--- src/rtl/alu_exec_pkg.sv ---
package alu_exec_pkg;
    localparam int OP_W = 5;

    typedef enum logic [OP_W-1:0] {
        OP_ADD   = 5'd0,  OP_ADDI  = 5'd1,  OP_ADDU  = 5'd2,  OP_ADDUI = 5'd3,
        OP_AND   = 5'd4,  OP_ANDI  = 5'd5,  OP_OR    = 5'd6,  OP_ORI   = 5'd7,
        OP_LHI   = 5'd8,
        OP_SEQ   = 5'd9,  OP_SEQI  = 5'd10, OP_SEQU  = 5'd11, OP_SEQUI = 5'd12,
        OP_SGE   = 5'd13, OP_SGEI  = 5'd14, OP_SGEU  = 5'd15, OP_SGEUI = 5'd16,
        OP_SGT   = 5'd17, OP_SGTI  = 5'd18, OP_SGTU  = 5'd19, OP_SGTUI = 5'd20,
        OP_SLE   = 5'd21, OP_SLEI  = 5'd22, OP_SLEU  = 5'd23, OP_SLEUI = 5'd24
    } op_e;

    localparam logic [OP_W-1:0] OP_LAST = 5'd24;
    localparam logic [OP_W-1:0] CMP_FIRST = 5'd9;
endpackage

--- src/rtl/alu_imm_ext.sv ---
module alu_imm_ext #(
    parameter int IMM_W  = 16,
    parameter int DATA_W = 32
) (
    input  logic [IMM_W-1:0]  imm,
    output logic [DATA_W-1:0] imm_sx,
    output logic [DATA_W-1:0] imm_zx
);
    localparam int PAD_W = DATA_W - IMM_W;

    assign imm_sx = {{PAD_W{imm[IMM_W-1]}}, imm};
    assign imm_zx = {{PAD_W{1'b0}}, imm};
endmodule

--- src/rtl/alu_adder.sv ---
module alu_adder #(
    parameter int DATA_W = 32
) (
    input  logic [DATA_W-1:0] a,
    input  logic [DATA_W-1:0] b,
    output logic [DATA_W-1:0] sum,
    output logic              ovf
);
    localparam int MSB = DATA_W - 1;

    assign sum = a + b;
    // overflow: operands agree in sign, sum disagrees with first operand
    assign ovf = ~(a[MSB] ^ b[MSB]) & (a[MSB] ^ sum[MSB]);
endmodule

--- src/rtl/alu_compare.sv ---
module alu_compare #(
    parameter int DATA_W = 32
) (
    input  logic [DATA_W-1:0] a,
    input  logic [DATA_W-1:0] b,
    output logic              eq,
    output logic              s_gt,
    output logic              u_gt
);
    assign eq   = (a == b);
    assign s_gt = ($signed(a) > $signed(b));
    assign u_gt = (a > b);
endmodule

--- src/rtl/alu_exec_unit.sv ---
module alu_exec_unit
    import alu_exec_pkg::*;
#(
    parameter int DATA_W = 32,
    parameter int IMM_W  = 16
) (
    input  logic                clk,
    input  logic                rst,
    input  logic                in_valid,
    input  logic [OP_W-1:0]     op,
    input  logic [DATA_W-1:0]   src_a,
    input  logic [DATA_W-1:0]   src_b,
    input  logic [IMM_W-1:0]    imm,
    output logic [DATA_W-1:0]   res_q,
    output logic                res_valid,
    output logic                ovf_trap,
    output logic                illegal_op
);
    localparam int LO_W = DATA_W - IMM_W;

    typedef struct packed {
        logic [DATA_W-1:0] res;
        logic              valid;
        logic              ovf;
        logic              ill;
    } stage_t;

    stage_t st_d, st_q;

    logic [DATA_W-1:0] imm_sx, imm_zx, opnd_b, sum;
    logic              add_ovf, eq, s_gt, u_gt;

    alu_imm_ext #(.IMM_W(IMM_W), .DATA_W(DATA_W)) u_ext (
        .imm(imm), .imm_sx(imm_sx), .imm_zx(imm_zx));

    alu_adder #(.DATA_W(DATA_W)) u_add (
        .a(src_a), .b(opnd_b), .sum(sum), .ovf(add_ovf));

    alu_compare #(.DATA_W(DATA_W)) u_cmp (
        .a(src_a), .b(opnd_b), .eq(eq), .s_gt(s_gt), .u_gt(u_gt));

    // second operand selection: immediate extension depends on the operation
    always_comb begin
        case (op)
            OP_ADDI, OP_SEQI, OP_SEQUI, OP_SGEI, OP_SGEUI,
            OP_SGTI, OP_SGTUI, OP_SLEI, OP_SLEUI:  opnd_b = imm_sx;
            OP_ADDUI, OP_ANDI, OP_ORI:             opnd_b = imm_zx;
            default:                               opnd_b = src_b;
        endcase
    end

    function automatic logic [DATA_W-1:0] as_word(input logic flag);
        return {{(DATA_W-1){1'b0}}, flag};
    endfunction

    logic [DATA_W-1:0] val_d;
    logic              legal_d, trap_d;

    always_comb begin
        val_d   = '0;
        legal_d = 1'b1;
        trap_d  = 1'b0;
        case (op)
            OP_ADD, OP_ADDI:              begin val_d = sum; trap_d = add_ovf; end
            OP_ADDU, OP_ADDUI:            val_d = sum;
            OP_AND, OP_ANDI:              val_d = src_a & opnd_b;
            OP_OR, OP_ORI:                val_d = src_a | opnd_b;
            OP_LHI:                       val_d = {imm, {LO_W{1'b0}}};
            OP_SEQ, OP_SEQI,
            OP_SEQU, OP_SEQUI:            val_d = as_word(eq);
            OP_SGE, OP_SGEI:              val_d = as_word(s_gt | eq);
            OP_SGEU, OP_SGEUI:            val_d = as_word(u_gt | eq);
            OP_SGT, OP_SGTI:              val_d = as_word(s_gt);
            OP_SGTU, OP_SGTUI:            val_d = as_word(u_gt);
            OP_SLE, OP_SLEI:              val_d = as_word(~s_gt);
            OP_SLEU, OP_SLEUI:            val_d = as_word(~u_gt);
            default:                      legal_d = 1'b0;
        endcase

        st_d       = st_q;
        st_d.valid = 1'b0;
        st_d.ovf   = 1'b0;
        st_d.ill   = 1'b0;
        if (in_valid) begin
            if (!legal_d) begin
                st_d.ill = 1'b1;
            end else if (trap_d) begin
                st_d.ovf = 1'b1;
            end else begin
                st_d.res   = val_d;
                st_d.valid = 1'b1;
            end
        end
    end

    always_ff @(posedge clk) begin
        if (rst) st_q <= '0;
        else     st_q <= st_d;
    end

    assign res_q      = st_q.res;
    assign res_valid  = st_q.valid;
    assign ovf_trap   = st_q.ovf;
    assign illegal_op = st_q.ill;

    // at most one outcome per cycle
    p_one_outcome_r3: assert property (@(posedge clk) disable iff (rst)
        $countones({res_valid, ovf_trap, illegal_op}) <= 1);

    p_trap_holds_r3: assert property (@(posedge clk) disable iff (rst)
        ovf_trap |-> res_q == $past(res_q));

    p_no_overflow_r4: assert property (@(posedge clk) disable iff (rst)
        $past(in_valid && (op == OP_ADDU || op == OP_ADDUI)) |-> !ovf_trap);

    p_lhi_low_clear_r6: assert property (@(posedge clk) disable iff (rst)
        (res_valid && $past(op) == OP_LHI) |-> res_q[LO_W-1:0] == '0);

    p_cmp_boolean_r7: assert property (@(posedge clk) disable iff (rst)
        (res_valid && $past(op) >= CMP_FIRST && $past(op) <= OP_LAST)
            |-> res_q[DATA_W-1:1] == '0);

    p_illegal_flag_r9: assert property (@(posedge clk) disable iff (rst)
        $past(in_valid && op > OP_LAST) |-> illegal_op && !res_valid && res_q == $past(res_q));

    p_idle_quiet_r10: assert property (@(posedge clk) disable iff (rst)
        !$past(in_valid) |-> !res_valid && !ovf_trap && !illegal_op && res_q == $past(res_q));
endmodule

--- config.mk ---
export PLATFORM = sky130hd
export DESIGN_NAME = alu_exec_unit
export DESIGN_NICKNAME = d
export VERILOG_FILES = /design/src/rtl/alu_exec_pkg.sv /design/src/rtl/alu_imm_ext.sv /design/src/rtl/alu_adder.sv /design/src/rtl/alu_compare.sv /design/src/rtl/alu_exec_unit.sv
export SDC_FILE = /design/constraint.sdc
export NUM_CORES = 1
export LEC_CHECK = 0
export CORE_MARGIN = 2
export CORE_UTILIZATION = 45
export CTS_BUF_LIST = sky130_fd_sc_hd__clkbuf_4
export DETAILED_ROUTE_END_ITERATION = 8
export HOLD_SLACK_MARGIN = 0.08
export PLACE_DENSITY = 0.83
export REMOVE_ABC_BUFFERS = 1
export SKIP_LAST_GASP = 1
export SYNTH_ARGS = -nofsm -noshare
export SYNTH_HDL_FRONTEND = slang
export SYNTH_SLANG_ARGS = --single-unit
--- constraint.sdc ---
create_clock -name clk -period 10.43 [get_ports clk]
set_clock_uncertainty 0.05 [all_clocks]
set_input_delay 1.043 -clock clk [delete_from_list [all_inputs] [get_ports clk]]
set_output_delay 1.043 -clock clk [all_outputs]
set_load 0.1 [all_outputs]
==> results of run 1 <==
## cells in the mapped netlist, drive strengths merged, types with 2 or more instances
library cell	n
a31oi	2
mux2i	2
o21a	6
nor4	9
o21ai	39
o21bai	6
o211ai	5
a211oi	33
dfxtp	35
nand3	10
nand2b	7
a21o	26
nor3	13
inv	78
a221o	3
o41ai	2
or2	2
xnor2	19
nor2b	9
a311o	2
xor2	11
a221oi	28
nand4	11
a211o	2
or3	2
nor2	85
clkbuf	19
nand2	93
nor4b	3
o22ai	8
buf	27
a21boi	2
a21oi	38
and3	5
a41oi	2
ha	96
o31ai	4
## area by class of cell
| type | count | area [sq um] | area share |
|---|---|---|---|
| multi-input combinational | 604 | 4270 | 0.632 |
| tap | 147 | 184 | 0.0272 |
| clock buffer | 6 | 45.0 | 0.00667 |
| timing repair buffer | 127 | 1260 | 0.186 |
| sequential | 35 | 701 | 0.104 |
| inverter | 78 | 293 | 0.0433 |
| clock inverter | 2 | 7.51 | 0.00111 |
## worst max-delay path, cell delays in order
cell             delay (ns)
clkdlybuf4s50_1        0.67
o21ai_0                0.36
xor2_1                 0.22
o21a_1                 0.95
nand2_1                0.16
nand2_1                0.22
inv_1                  0.10
ha_1                   0.40
and4_1                 0.28
and3_1                 0.21
a22oi_1                0.14
nand4_1                0.18
nand3_1                0.16
and4b_2                1.04
inv_2                  0.09
nor4b_1                0.35
nor3_1                 0.09
## per-layer routing
layer / part of all wire / routed length (um) / global-route usage / vias up
li1: - / - / - / 2848
met1: 0.44 / 7350 / 0.349 / 2724
met2: 0.44 / 7360 / 0.413 / 306
met3: 0.083 / 1390 / 0.0270 / 58
met4: 0.041 / 694 / 0.101 / 0
met5: 0 / 0 / 0 / -
## final timing paths
kind / cells past startpoint / endpoint
max: 17 / res_q[28]
min: 2 / res_q[19]
max reg2reg: 2 / res_q[21]
min reg2reg: 2 / res_q[19]
## through the flow
stage	setup slack, ns	util	total power [mW]
finish	3.94	0.567	0.692
detailed placement	3.69	0.563	0.606
global route	3.41	0.567	0.738
CTS	4.08	0.567	0.686
global placement	3.87	0.563	0.600
floorplan	4.97	-	0.477
## power by group
| part | switching [mW] | internal (mW) | leakage (nW) |
|---|---|---|---|
| logic | 0.291 | 0.170 | 2.74 |
| clock network | 0.0540 | 0.0277 | 0.0307 |
| registers | 0.00555 | 0.144 | 0.289 |
## flip-flops by register name (all words and copies together), names as in the netlist
name,cells
res_q,32
illegal_op,1
res_valid,1
ovf_trap,1
## cell usage in the layout (no fill, tap or decap), drive strengths merged, types with 3 or more instances in the layout
master	netlist	routed
clkdlybuf4s50	0	122
ha	96	96
nand2	93	93
nor2	85	85
inv	78	78
o21ai	39	39
a21oi	38	38
dfxtp	35	35
a211oi	33	33
a221oi	28	28
a21o	26	26
xnor2	19	19
nor3	13	13
xor2	11	11
nand4	11	11
nand3	10	10
nor2b	9	9
nor4	9	9
o22ai	8	8
nand2b	7	7
o21a	6	6
o21bai	6	6
clkbuf	19	6
o211ai	5	5
buf	27	5
and3	5	5
o31ai	4	4
a221o	3	3
nor4b	3	3
## logic make-up after synthesis
kind of cell | after synthesis | synth area share
simple gates | 257 | 0.217
compound gates | 218 | 0.287
buf+inv | 124 | 0.0921
fa+ha+maj | 97 | 0.224
flops | 35 | 0.128
xor+xnor | 30 | 0.0481
mux | 2 | 0.00367
==> flow_metrics.py, run 1 <==
metrics = {
    "run_status": {
        "status": "finished, final reports clean",
    },
    "critical_path": {
        "cp_max_fo": 63,
        "r2r_start": "res_q[21]",
        "arrival_ns": 6.69,
        "cp.required_ns": 10.62,
        "crit_path_start_kind": "primary input",
        "r2r_slack_ns": 9.60,
        "critPathCaptureType": "flop",
        "critPathLaunch": "op[1]",
        "critical_path_class": "in -> reg",
    },
    "timing": {
        "rsz0062_at_grt": "false",
        "tightest_slew_ns": 1.20,
        "report.final.slew_viol_count": 0,
        "setup_violations": 0,
        "hold_ws_ns": 0.457,
        "fin_tns_setup_ns": 0,
        "timing.final.crit_period_ns": 6.49,
        "finalHoldViolCount": 0,
        "max-slew-margin-rel": 0.200,
        "finalCritPeriodShare": 0.622,
        "fmax_mhz": 154,
    },
    "clock_tree": {
        "cts_tree": "built",
        "clk_pin_slew_ns": 0.12,
        "cts_max_level": 2,
        "clk_path_buf_depth": 2,
        "cts_num_sinks": 35,
        "cts_buffers": 5,
        "cts_setup_buffers": 0,
        "clock-root-buffer": "clkbuf_4",
        "clk_latency_ns": 0.36,
        "hold_buffers": 0,
        "cts-resized-gates": 0,
    },
    "synthesis": {
        "netlist.area_leader.share": 0.220,
        "synth_area_sq_mm": 0.00546,
        "ys_ff_latch": 35,
        "yosys.area.top_type": "ha_1",
        "seq_area_frac_synth": 0.128,
        "synth-edff-count": 0,
        "synth_cells": 763,
        "synthFlopType": "dfxtp_1",
        "yosys_warnings": 0,
        "synth_area_per_cell_sq_um": 7.15,
        "async_flop_share": 0,
        "synth.distinct_cells": 69,
        "ys_top_cells_by_area": "ha_1, dfxtp_1, nand2_1",
    },
    "detailed_routing": {
        "drtIter0Drc": 534,
        "firstDrtPassIters": 5,
        "avgViaCountPerCell": 5.94,
        "ant_nets": 0,
        "drc": 0,
        "vias": 5936,
        "wirelength_um": 16800,
        "routedWlPerCell_um": 16.8,
    },
    "final_layout": {
        "syn_to_final_growth_pct": 23.8,
        "fin_area_sq_mm": 0.00676,
        "final_cells": 999,
        "layout-drive-gt1-share": 0.0352,
        "antennaDiodeCount": 0,
        "final_nets": 1036,
        "fill_cells": 1150,
    },
    "grt": {
        "grt_overflow": 0,
        "grt_pass1_wl_um": 27000,
        "grt_pass1_vias": 5358,
        "antenna_found_initial": 0,
        "grt_max_degree": 64,
        "track_usage": 0.255,
    },
    "floorplan": {
        "core_sq_mm": 0.0119,
        "io_pins": 123,
        "dieArea_sq_mm": 0.0130,
        "rows": 40,
        "start_util": 0.458,
        "die_h_um": 114,
        "die_x_um": 114,
    },
    "hold_path": {
        "hp-start": "res_q[19]",
        "hp-class": "reg -> reg",
    },
    "pwr": {
        "powerDensity_mw_per_mm2": 102,
        "ir_drop_uv": 49.9,
        "leakage_nw": 3.06,
    },
    "placement": {
        "hpwl_um": 13200,
        "placed_cell_area_sq_mm": 0.00670,
        "place_inst": 991,
        "port_buffers": 122,
        "gp_congestion": 0.974,
    },
    "flow_run": {
        "max_cap_violations": 0,
    },
}
Note: power is estimated with default switching activity, not from simulation.
==> inputs of run 2 (changes only) <==
==> constraint.sdc (replaced) <==
create_clock -name clk -period 6.81 [get_ports clk]
set_clock_uncertainty 0.05 [all_clocks]
set_input_delay 0.681 -clock clk [delete_from_list [all_inputs] [get_ports clk]]
set_output_delay 0.681 -clock clk [all_outputs]
set_load 0.1 [all_outputs]
==> flow_metrics.py, run 2 (same netlist as run 1, synthesis figures left out) <==
metrics = {
    "critical_path": {
        "critPathCaptureType": "flop",
        "r2r_start": "res_q[30]",
        "critPathLaunch": "op[1]",
        "cp_max_fo": 26,
        "crit_top_cell": "a21oi_1",
        "arrival_ns": 5.65,
        "crit_path_start_kind": "primary input",
        "critPathTopFamily": "compound AO/OA/AOI/OAI gates",
        "critical_path_class": "in -> reg",
        "critical-path-max-stage-delay_ns": 0.80,
        "cpMaxStageDelayCell": "clkdlybuf4s50_1",
        "path_cells": "clkdlybuf4s50_1, o21ai_0, or2_2, a21oi_1, o21a_1, a21o_1, inv_1, ha_1, a21oi_1, o22ai_1, o41ai_2, nand4_1, nand3_1, and4b_2, buf_4, nor2_1, a211oi_1",
        "path_buf_inv": 3,
        "cp.required_ns": 7.03,
    },
    "clock_tree": {
        "cts_buffers": 5,
        "hold_buffers": 0,
        "clk_path_buf_depth": 2,
        "clk_latency_ns": 0.35,
        "cts_tree": "built",
        "cts_num_sinks": 35,
        "clock-root-buffer": "clkbuf_4",
        "cts_max_level": 2,
        "cts-resized-gates": 0,
        "cts_setup_buffers": 0,
        "clk_pin_slew_ns": 0.12,
    },
    "final_layout": {
        "layout-drive-gt1-share": 0.0421,
        "layout_common_cells": "clkdlybuf4s50_1, ha_1, nand2_1, nor2_1, inv_1",
        "largest_register_ffs": 32,
        "layout.cells.most_common": "clkdlybuf4s50_1",
        "antennaDiodeCount": 0,
        "final_nets": 1040,
        "syn_to_final_growth_pct": 25.3,
    },
    "detailed_routing": {
        "ant_nets": 0,
        "drtIter0Drc": 545,
        "avgViaCountPerCell": 5.80,
        "wl_met3_um": 1650,
        "firstDrtPassIters": 5,
        "vias": 5815,
        "wl_met1_um": 7220,
        "dr_wl_met2_um": 7930,
        "routedWlPerCell_um": 17.1,
        "highest_layer": "met4",
        "drc": 0,
        "wirelength_um": 17200,
    },
    "floorplan": {
        "die_h_um": 114,
        "rows": 40,
        "die_x_um": 114,
        "dieArea_sq_mm": 0.0130,
        "io_pins": 123,
        "start_util": 0.458,
        "core_sq_mm": 0.0119,
    },
    "timing": {
        "rsz0062_at_grt": "false",
        "tightest_slew_ns": 0.982,
        "fin_tns_setup_ns": 0,
        "fmax_mhz": 184,
        "timing.final.crit_period_ns": 5.43,
        "finalCritPeriodShare": 0.797,
        "report.final.slew_viol_count": 0,
        "max-slew-margin-rel": 0.343,
        "setup_slack_ns": 1.38,
        "finalHoldViolCount": 0,
        "setup_violations": 0,
    },
    "hold_path": {
        "hp-start": "res_q[8]",
        "hp-class": "reg -> reg",
    },
    "grt": {
        "grt_overflow": 0,
        "grt_pass1_vias": 5365,
        "antenna_found_initial": 0,
        "track_usage": 0.258,
        "grt_max_degree": 36,
        "grt_pass1_wl_um": 27000,
    },
    "placement": {
        "gp_congestion": 0.952,
        "port_buffers": 122,
        "dp_slack_ns": 1.04,
        "hpwl_um": 13600,
    },
    "run_status": {
        "status": "finished, final reports clean",
    },
    "pwr": {
        "ir_drop_uv": 103,
        "leakage_nw": 3.10,
        "powerDensity_mw_per_mm2": 167,
    },
    "flow_run": {
        "max_cap_violations": 0,
    },
}
[run 2: stage by stage]
stage | hold slack (ns) | util | cell area (sq um) | power, mW | instances
detailed placement | 0.443 | 0.565 | 6730 | 0.934 | 995
floorplan | 0.696 | - | 5250 | 0.730 | 717
global placement | 0.441 | 0.565 | 6730 | 0.928 | 995
finish | 0.458 | 0.574 | 6840 | 1.14 | 1003
CTS | 0.459 | 0.574 | 6840 | 1.13 | 1003
global route | 0.482 | 0.574 | 6840 | 1.20 | 1003
[run 2: power breakdown]
part | switching (mW) | total [mW] | internal (mW)
sequential | 0.00846 | 0.229 | 0.221
combinational | 0.452 | 0.714 | 0.262
clock | 0.0850 | 0.199 | 0.114
total | 0.546 | 1.14 | 0.596
[run 2: final timing paths]
kind / endpoint / slack [ns] / cells past startpoint
max: res_q[2] / 1.38 / 17
min: res_q[8] / 0.46 / 2
max reg2reg: res_q[30] / 5.97 / 2
min reg2reg: res_q[8] / 0.46 / 2
[run 2: tightest hold or removal path: stages, from the launching register on]
cell      delay, ns
dfxtp_1        0.33
nor2_1         0.10
a211oi_1       0.05
[run 2: layer usage]
layer,track usage,up-vias
met1,0.342,2625
met4,0.0724,0
met5,0,-
met3,0.0376,32
met2,0.437,306
li1,-,2852
[run 2: layout make-up]
cell class / instances / area (sq um)
well taps: 147 / 184
clock buffers: 5 / 37.5
clock inverters: 3 / 67.6
flip-flops and latches: 35 / 701
fillers: 1089 / 5070
multi-input cells: 604 / 4270
inverters: 78 / 293
repair buffers: 131 / 1290
